File: src/rtl/opbyp_pkg.sv
`timescale 1ns/1ps
package opbyp_pkg;

  // Operand source select, encoding is visible at the top ports.
  typedef enum logic [1:0] {
    SEL_RF  = 2'b00,
    SEL_WB  = 2'b01,
    SEL_MEM = 2'b10
  } opSel_e;

  // Strobes from hazard control to the operand datapath.
  typedef struct packed {
    opSel_e selA;
    opSel_e selB;
    logic   bubble;
    logic   wbWrite;
  } ctlStrobes_t;

endpackage

File: src/rtl/opbyp_regfile.sv
`timescale 1ns/1ps
module opbyp_regfile #(
  parameter int AW  = 5,
  parameter int DW  = 32,
  parameter int NRD = 2
) (
  input  logic                    clk,
  input  logic                    rstN,
  input  logic                    we,
  input  logic [AW-1:0]           waddr,
  input  logic [DW-1:0]           wdata,
  input  logic [NRD-1:0][AW-1:0]  raddr,
  output logic [NRD-1:0][DW-1:0]  rdata
);
  localparam int NREG = 1 << AW;

  logic [DW-1:0] mem [NREG];

  always_ff @(posedge clk or negedge rstN) begin
    if (!rstN) begin
      for (int i = 0; i < NREG; i++) mem[i] <= '0;
    end else if (we && (waddr != '0)) begin
      mem[waddr] <= wdata;
    end
  end

  // Read ports: register 0 is zero, a same-cycle write passes straight through.
  generate
    for (genvar k = 0; k < NRD; k++) begin : g_rd
      assign rdata[k] = (raddr[k] == '0)                ? '0    :
                        (we && (waddr == raddr[k]))     ? wdata :
                                                          mem[raddr[k]];
    end
  endgenerate

  // location 0 is never modified
  p_r0_stays_zero_r5: assert property (@(posedge clk) disable iff (!rstN)
    mem[0] == '0);

  // a writeback lands in the array for later readers
  p_write_lands_r7: assert property (@(posedge clk) disable iff (!rstN)
    (we && (waddr != '0)) |=> (mem[$past(waddr)] == $past(wdata)));

endmodule

File: src/rtl/opbyp_ctl.sv
`timescale 1ns/1ps
module opbyp_ctl
  import opbyp_pkg::*;
#(
  parameter int AW = 5
) (
  input  logic          clk,
  input  logic          rstN,
  input  logic          fwdEnable,
  input  logic [AW-1:0] idRs1,
  input  logic [AW-1:0] idRs2,
  input  logic [AW-1:0] idRd,
  input  logic          idRegWrite,
  output logic          stall,
  output ctlStrobes_t   strobes,
  output logic [AW-1:0] wbAddr
);
  localparam int NSRC = 2;

  logic [NSRC-1:0][AW-1:0] idSrc;
  logic [NSRC-1:0][AW-1:0] exSrc;
  logic [AW-1:0]           exRd, memRd, wbRd;
  logic                    exWe, memWe, wbWe;
  logic [NSRC-1:0]         idHitEx, idHitMem;
  opSel_e                  srcSel [NSRC];

  function automatic logic depends(input logic [AW-1:0] src,
                                   input logic [AW-1:0] dst,
                                   input logic          wr);
    return wr && (dst != '0) && (dst == src);
  endfunction

  assign idSrc = {idRs2, idRs1};

  generate
    for (genvar k = 0; k < NSRC; k++) begin : g_src
      assign idHitEx[k]  = depends(idSrc[k], exRd,  exWe);
      assign idHitMem[k] = depends(idSrc[k], memRd, memWe);
      assign srcSel[k]   = (fwdEnable && depends(exSrc[k], memRd, memWe)) ? SEL_MEM :
                           (fwdEnable && depends(exSrc[k], wbRd,  wbWe))  ? SEL_WB  :
                                                                            SEL_RF;

      // a zero source register always reads the register file
      p_zero_src_rf_r5: assert property (@(posedge clk) disable iff (!rstN)
        (exSrc[k] == '0) |-> (srcSel[k] == SEL_RF));

      // a bypass source must be a writing instruction
      p_fwd_needs_we_r6: assert property (@(posedge clk) disable iff (!rstN)
        ((srcSel[k] == SEL_MEM) |-> memWe) and ((srcSel[k] == SEL_WB) |-> wbWe));

      // two producers of one register, the younger wins
      p_younger_wins_r4: assert property (@(posedge clk) disable iff (!rstN)
        (fwdEnable && memWe && wbWe && (memRd == wbRd) && (memRd != '0)
         && (exSrc[k] == memRd)) |-> (srcSel[k] == SEL_MEM));
    end
  endgenerate

  assign stall = !fwdEnable && ((|idHitEx) || (|idHitMem));

  // Register-number pipeline: decode -> execute -> memory -> writeback.
  always_ff @(posedge clk or negedge rstN) begin
    if (!rstN) begin
      exSrc <= '0;
      exRd  <= '0;
      exWe  <= 1'b0;
      memRd <= '0;
      memWe <= 1'b0;
      wbRd  <= '0;
      wbWe  <= 1'b0;
    end else begin
      if (stall) begin
        exSrc <= '0;
        exRd  <= '0;
        exWe  <= 1'b0;
      end else begin
        exSrc <= idSrc;
        exRd  <= idRd;
        exWe  <= idRegWrite;
      end
      memRd <= exRd;
      memWe <= exWe;
      wbRd  <= memRd;
      wbWe  <= memWe;
    end
  end

  always_comb begin
    strobes.selA    = srcSel[0];
    strobes.selB    = srcSel[1];
    strobes.bubble  = stall;
    strobes.wbWrite = wbWe;
  end
  assign wbAddr = wbRd;

  // with bypassing on, decode is never held
  p_fwd_never_stalls_r7: assert property (@(posedge clk) disable iff (!rstN)
    fwdEnable |-> !stall);

  // a stall leaves a non-writing bubble in execute
  p_stall_bubble_r9: assert property (@(posedge clk) disable iff (!rstN)
    stall |=> (!exWe && (exRd == '0)));

  // no dependence holds decode for more than two cycles
  p_stall_bounded_r8: assert property (@(posedge clk) disable iff (!rstN)
    (stall && $past(stall)) |=> !stall);

endmodule

File: src/rtl/opbyp_dp.sv
`timescale 1ns/1ps
module opbyp_dp
  import opbyp_pkg::*;
#(
  parameter int AW = 5,
  parameter int DW = 32
) (
  input  logic          clk,
  input  logic          rstN,
  input  logic [AW-1:0] idRs1,
  input  logic [AW-1:0] idRs2,
  input  logic [DW-1:0] exResult,
  input  ctlStrobes_t   strobes,
  input  logic [AW-1:0] wbAddr,
  output logic [DW-1:0] exOpA,
  output logic [DW-1:0] exOpB
);
  localparam int NSRC = 2;

  logic [NSRC-1:0][AW-1:0] rdAddr;
  logic [NSRC-1:0][DW-1:0] rdData;
  logic [NSRC-1:0][DW-1:0] latched;
  logic [NSRC-1:0][DW-1:0] opOut;
  logic [DW-1:0]           memRes, wbRes;
  opSel_e                  sel [NSRC];

  assign rdAddr = {idRs2, idRs1};
  assign sel[0] = strobes.selA;
  assign sel[1] = strobes.selB;

  opbyp_regfile #(.AW(AW), .DW(DW), .NRD(NSRC)) u_rf (
    .clk   (clk),
    .rstN  (rstN),
    .we    (strobes.wbWrite),
    .waddr (wbAddr),
    .wdata (wbRes),
    .raddr (rdAddr),
    .rdata (rdData)
  );

  always_ff @(posedge clk or negedge rstN) begin
    if (!rstN) begin
      latched <= '0;
      memRes  <= '0;
      wbRes   <= '0;
    end else begin
      latched <= strobes.bubble ? '0 : rdData;
      memRes  <= exResult;
      wbRes   <= memRes;
    end
  end

  generate
    for (genvar k = 0; k < NSRC; k++) begin : g_mux
      assign opOut[k] = (sel[k] == SEL_MEM) ? memRes :
                        (sel[k] == SEL_WB)  ? wbRes  :
                                              latched[k];
    end
  endgenerate

  assign exOpA = opOut[0];
  assign exOpB = opOut[1];

  // a bubble carries no register-file data into execute
  p_bubble_clears_r9: assert property (@(posedge clk) disable iff (!rstN)
    strobes.bubble |=> (latched == '0));

endmodule

File: src/rtl/opnd_bypass_unit.sv
`timescale 1ns/1ps
module opnd_bypass_unit
  import opbyp_pkg::*;
#(
  parameter int AW = 5,
  parameter int DW = 32
) (
  input  logic          clk,
  input  logic          rstN,
  input  logic          fwdEnable,
  input  logic [AW-1:0] idRs1,
  input  logic [AW-1:0] idRs2,
  input  logic [AW-1:0] idRd,
  input  logic          idRegWrite,
  input  logic [DW-1:0] exResult,
  output logic          stall,
  output logic [1:0]    exSelA,
  output logic [1:0]    exSelB,
  output logic [DW-1:0] exOpA,
  output logic [DW-1:0] exOpB
);
  ctlStrobes_t   strobes;
  logic [AW-1:0] wbAddr;

  opbyp_ctl #(.AW(AW)) u_ctl (
    .clk        (clk),
    .rstN       (rstN),
    .fwdEnable  (fwdEnable),
    .idRs1      (idRs1),
    .idRs2      (idRs2),
    .idRd       (idRd),
    .idRegWrite (idRegWrite),
    .stall      (stall),
    .strobes    (strobes),
    .wbAddr     (wbAddr)
  );

  opbyp_dp #(.AW(AW), .DW(DW)) u_dp (
    .clk      (clk),
    .rstN     (rstN),
    .idRs1    (idRs1),
    .idRs2    (idRs2),
    .exResult (exResult),
    .strobes  (strobes),
    .wbAddr   (wbAddr),
    .exOpA    (exOpA),
    .exOpB    (exOpB)
  );

  assign exSelA = strobes.selA;
  assign exSelB = strobes.selB;

  // no bypass select while forwarding is off
  p_nofwd_rf_only_r8: assert property (@(posedge clk) disable iff (!rstN)
    !fwdEnable |-> ((exSelA == 2'b00) && (exSelB == 2'b00)));

endmodule

File: config.mk
export PLATFORM = sky130hd
export DESIGN_NAME = opnd_bypass_unit
export DESIGN_NICKNAME = d
export VERILOG_FILES = /design/src/rtl/opbyp_pkg.sv /design/src/rtl/opbyp_regfile.sv /design/src/rtl/opbyp_ctl.sv /design/src/rtl/opbyp_dp.sv /design/src/rtl/opnd_bypass_unit.sv
export SDC_FILE = /design/constraint.sdc
export NUM_CORES = 2
export LEC_CHECK = 0
export CAP_MARGIN = 25
export CORE_MARGIN = 2
export CORE_UTILIZATION = 38
export CTS_CLUSTER_DIAMETER = 80
export DETAILED_ROUTE_END_ITERATION = 10
export PLACE_DENSITY_LB_ADDON = 0.25
export SLEW_MARGIN = 10
export SYNTH_ARGS = -nofsm -noshare
export SYNTH_HDL_FRONTEND = slang
export SYNTH_SLANG_ARGS = --single-unit
File: constraint.sdc
create_clock -name clk -period 2.55 [get_ports clk]
set_input_delay 0.255 -clock clk [delete_from_list [all_inputs] [get_ports clk]]
set_output_delay 0.255 -clock clk [all_outputs]
set_load 0.1 [all_outputs]
==> reports/metrics.yaml <==
layout_commonest_cell: "dfrtp_1"
tightest_slew_ps: 766.4
syn_nets: 3990
path_class: "flop to primary output"
syn_area_per_cell_um2: 15.42
final_nets: 4241
antenna_left: 0
cts_tree: "built"
fin_util: 0.4701
setup_viol: 69
hold_viol_final: 0
final_cell_mix: "dfrtp_1, mux2_2, mux4_2, buf_4, buf_12"
rsz0062_at_grt: "yes"
wl_per_cell_um: 31.29
clk-insertion-delay-late_ps: 800
io_pins: 120
cp-start-kind: "flop"
h-tree-depth: 4
drv_slew: 0
cts_buffer_depth: 3
max_freq_mhz: 311.4
async_reset_ff_frac: 1.000
cp_slowest_cell: "or4_4"
portBuffers: 119
syn_area_um2: 60750
wl_um: 199200
grt_pass1_vias: 40920
grt-ovfl-total: 0
place_congestion: 0.8191
leakage_nw: 32.00
cp_max_fo: 8
yosysUniqueCellTypes: 37
diodes: 0
cp_slowest_stage_delay_ps: 550
die_x_um: 403.8
first_pass_iters: 7
via_per_inst: 6.032
irDropWorstVdd_mv: 0.6544
clk_pin_slew_ps: 60
drive_gt1_frac: 0.5741
yosysWarnings: 0
ys_ff_latch: 1180
worstPathArrival_ps: 2960
synth-edff-count: 0
grt_usage: 0.2471
status: "finished, violations left"
rows: 146
antenna_found_initial: 2
worstPathRequired_ps: 2300
worstPathCellList: "or4_4, o211ai_1, or4_4, buf_12, buf_16, clkinvlp_4, nor2_4, buf_12"
grt_max_degree: 98
area_growth_pct: 22.68
fin_crit_sh: 1.260
vias: 38400
root_buffer: "clkbuf_16"
seq_area_frac_synth: 0.4860
skew_ps: 37.82
powerDensity_nw_per_um2: 844.7
netlist_instances: 3939
fin_ws_ps: -661.7
slew_headroom: 0.4891
start_util: 0.3832
grt_pass1_wl_um: 292900
dieArea_um2: 163100
dp_hpwl_um: 122400
min_period_ps: 3212
maxCapViolations: 0
cts_buffers: 139
synthFlopType: "dfrtp_1"
setup_tns_ps: -42080
post-route-drc-count: 0
drtIter0Drc: 3203
violations: "negative setup slack"
cts_sinks: 1180
end_kind: "primary output"
crit_family: "simple AND/OR/NAND/NOR gates"
core_area_um2: 158600
die_h_um: 403.8
hold_path.class: "primary input to flop"
worst-path-buf-inv: 4
-- routing by layer --
layer / vias up / share of wire / global-route usage
met5: - / 0.000055 / 0
met4: 2 / 0.037 / 0.08726
met3: 370 / 0.065 / 0.05426
met2: 1234 / 0.47 / 0.3904
met1: 21120 / 0.43 / 0.3368
li1: 15670 / - / -
-- stage by stage --
step                std cells  setup WS (ps)  hold WS (ps)  total power [mW]  instance area (µm²)
floorplan                3939         -297.6        -40.59             37.29                61530
CTS                      6356         -707.4        0.9523             63.26                74310
global route             6366         -753.8         41.57             65.58                74530
global placement         6056         -392.8         192.3             42.48                68690
finish                   6366         -661.7         65.12             62.96                74530
detailed placement       6057         -451.5         192.8             42.92                68690
-- path summary, 6_finish.rpt --
check,depth (start not counted),startpoint,end,slack (ps)
worst max-delay path,8,u_ctl.memRd[4],exSelA[0],-660
worst min-delay path,3,idRs2[0],u_ctl.exSrc[5],70
worst max register to register,8,u_ctl.wbAddr[1],u_dp.latched[50],80
worst min register to register,0,u_dp.u_rf.mem[998],u_dp.u_rf.mem[998],390
max in group asynchronous,4,rstN,u_dp.u_rf.mem[767],1610
min in group asynchronous,3,rstN,u_dp.u_rf.mem[546],220
-- Yosys cell counts (all sizes together) (2+ instances only) --
library cell  instances  area (µm²)
mux2                994       11190
buf                 198        1091
xor2                 28       245.2
xnor2                22       192.7
and3                  3       18.77
nor2b                18       112.6
mux4                574       12930
dfrtp              1180       29530
nand3b                5       37.54
nand2                18       67.56
nor3b                 4       30.03
nor2                148       555.5
nand4                 2       12.51
a21oi                67       335.3
inv                   2       7.510
nand3                12       60.06
mux2i               192        1922
a211oi               64       480.5
or4                   4       30.03
or2                   3       18.77
o211ai                2       15.01
nor4                 66       412.9
o22ai                62       387.9
o221ai                2       17.52
nand2b                2       12.51
nor3                  8       40.04
clkbuf              252       945.9
-- what timing repair did --
action	CTS	global route
cloned	9	1
endpoints found under the setup margin	70	79
hold buffers	38	0
hold endpoints to repair	661	0
buffers inserted	7	9
pin swaps	11	11
resized for setup	99	30
-- worst min-delay path, stage by stage --
cell and delay, ps:
buf_8 170, buf_12 210, nor2b_1 150
-- cells by family after synthesis --
kind of cell | count (synthesis) | share of synthesized area
muxes | 1760 | 0.4287
buffers and inverters | 452 | 0.03365
and+or+nand+nor | 296 | 0.02362
DFF | 1180 | 0.4860
AOI/OAI and AO/OA | 201 | 0.02082
xor gates and xnor gates | 50 | 0.007208
-- layout make-up --
| cell class | count | area (µm²) |
|---|---|---|
| fill | 13640 | 84030 |
| clock inverter | 43 | 523.0 |
| tap | 2072 | 2592 |
| clock buffer | 202 | 4039 |
| sequential | 1180 | 29530 |
| inverter | 2 | 11.26 |
| timing repair buffer | 560 | 7284 |
| multi-input combinational | 2307 | 30550 |
-- where the power goes --
part           leakage [nW]  switching, mW  internal [mW]
Clock                  2.25           8.31           11.8
Sequential             15.1           2.98           22.9
Combinational          14.6           7.46           9.53
-- state kept, by name, indices dropped and copies added, names as in the netlist --
register and count:
u_ctl.wbAddr 5, u_ctl.exSrc 10, u_ctl.memWe 1, u_ctl.exRd 5
u_dp.memRes 32, u_dp.latched 64, u_ctl.memRd 5, u_ctl.exWe 1
u_dp.wbRes 32, u_dp.u_rf.mem 1024, u_ctl.wbWe 1
Power figures use the tool's default switching activity.
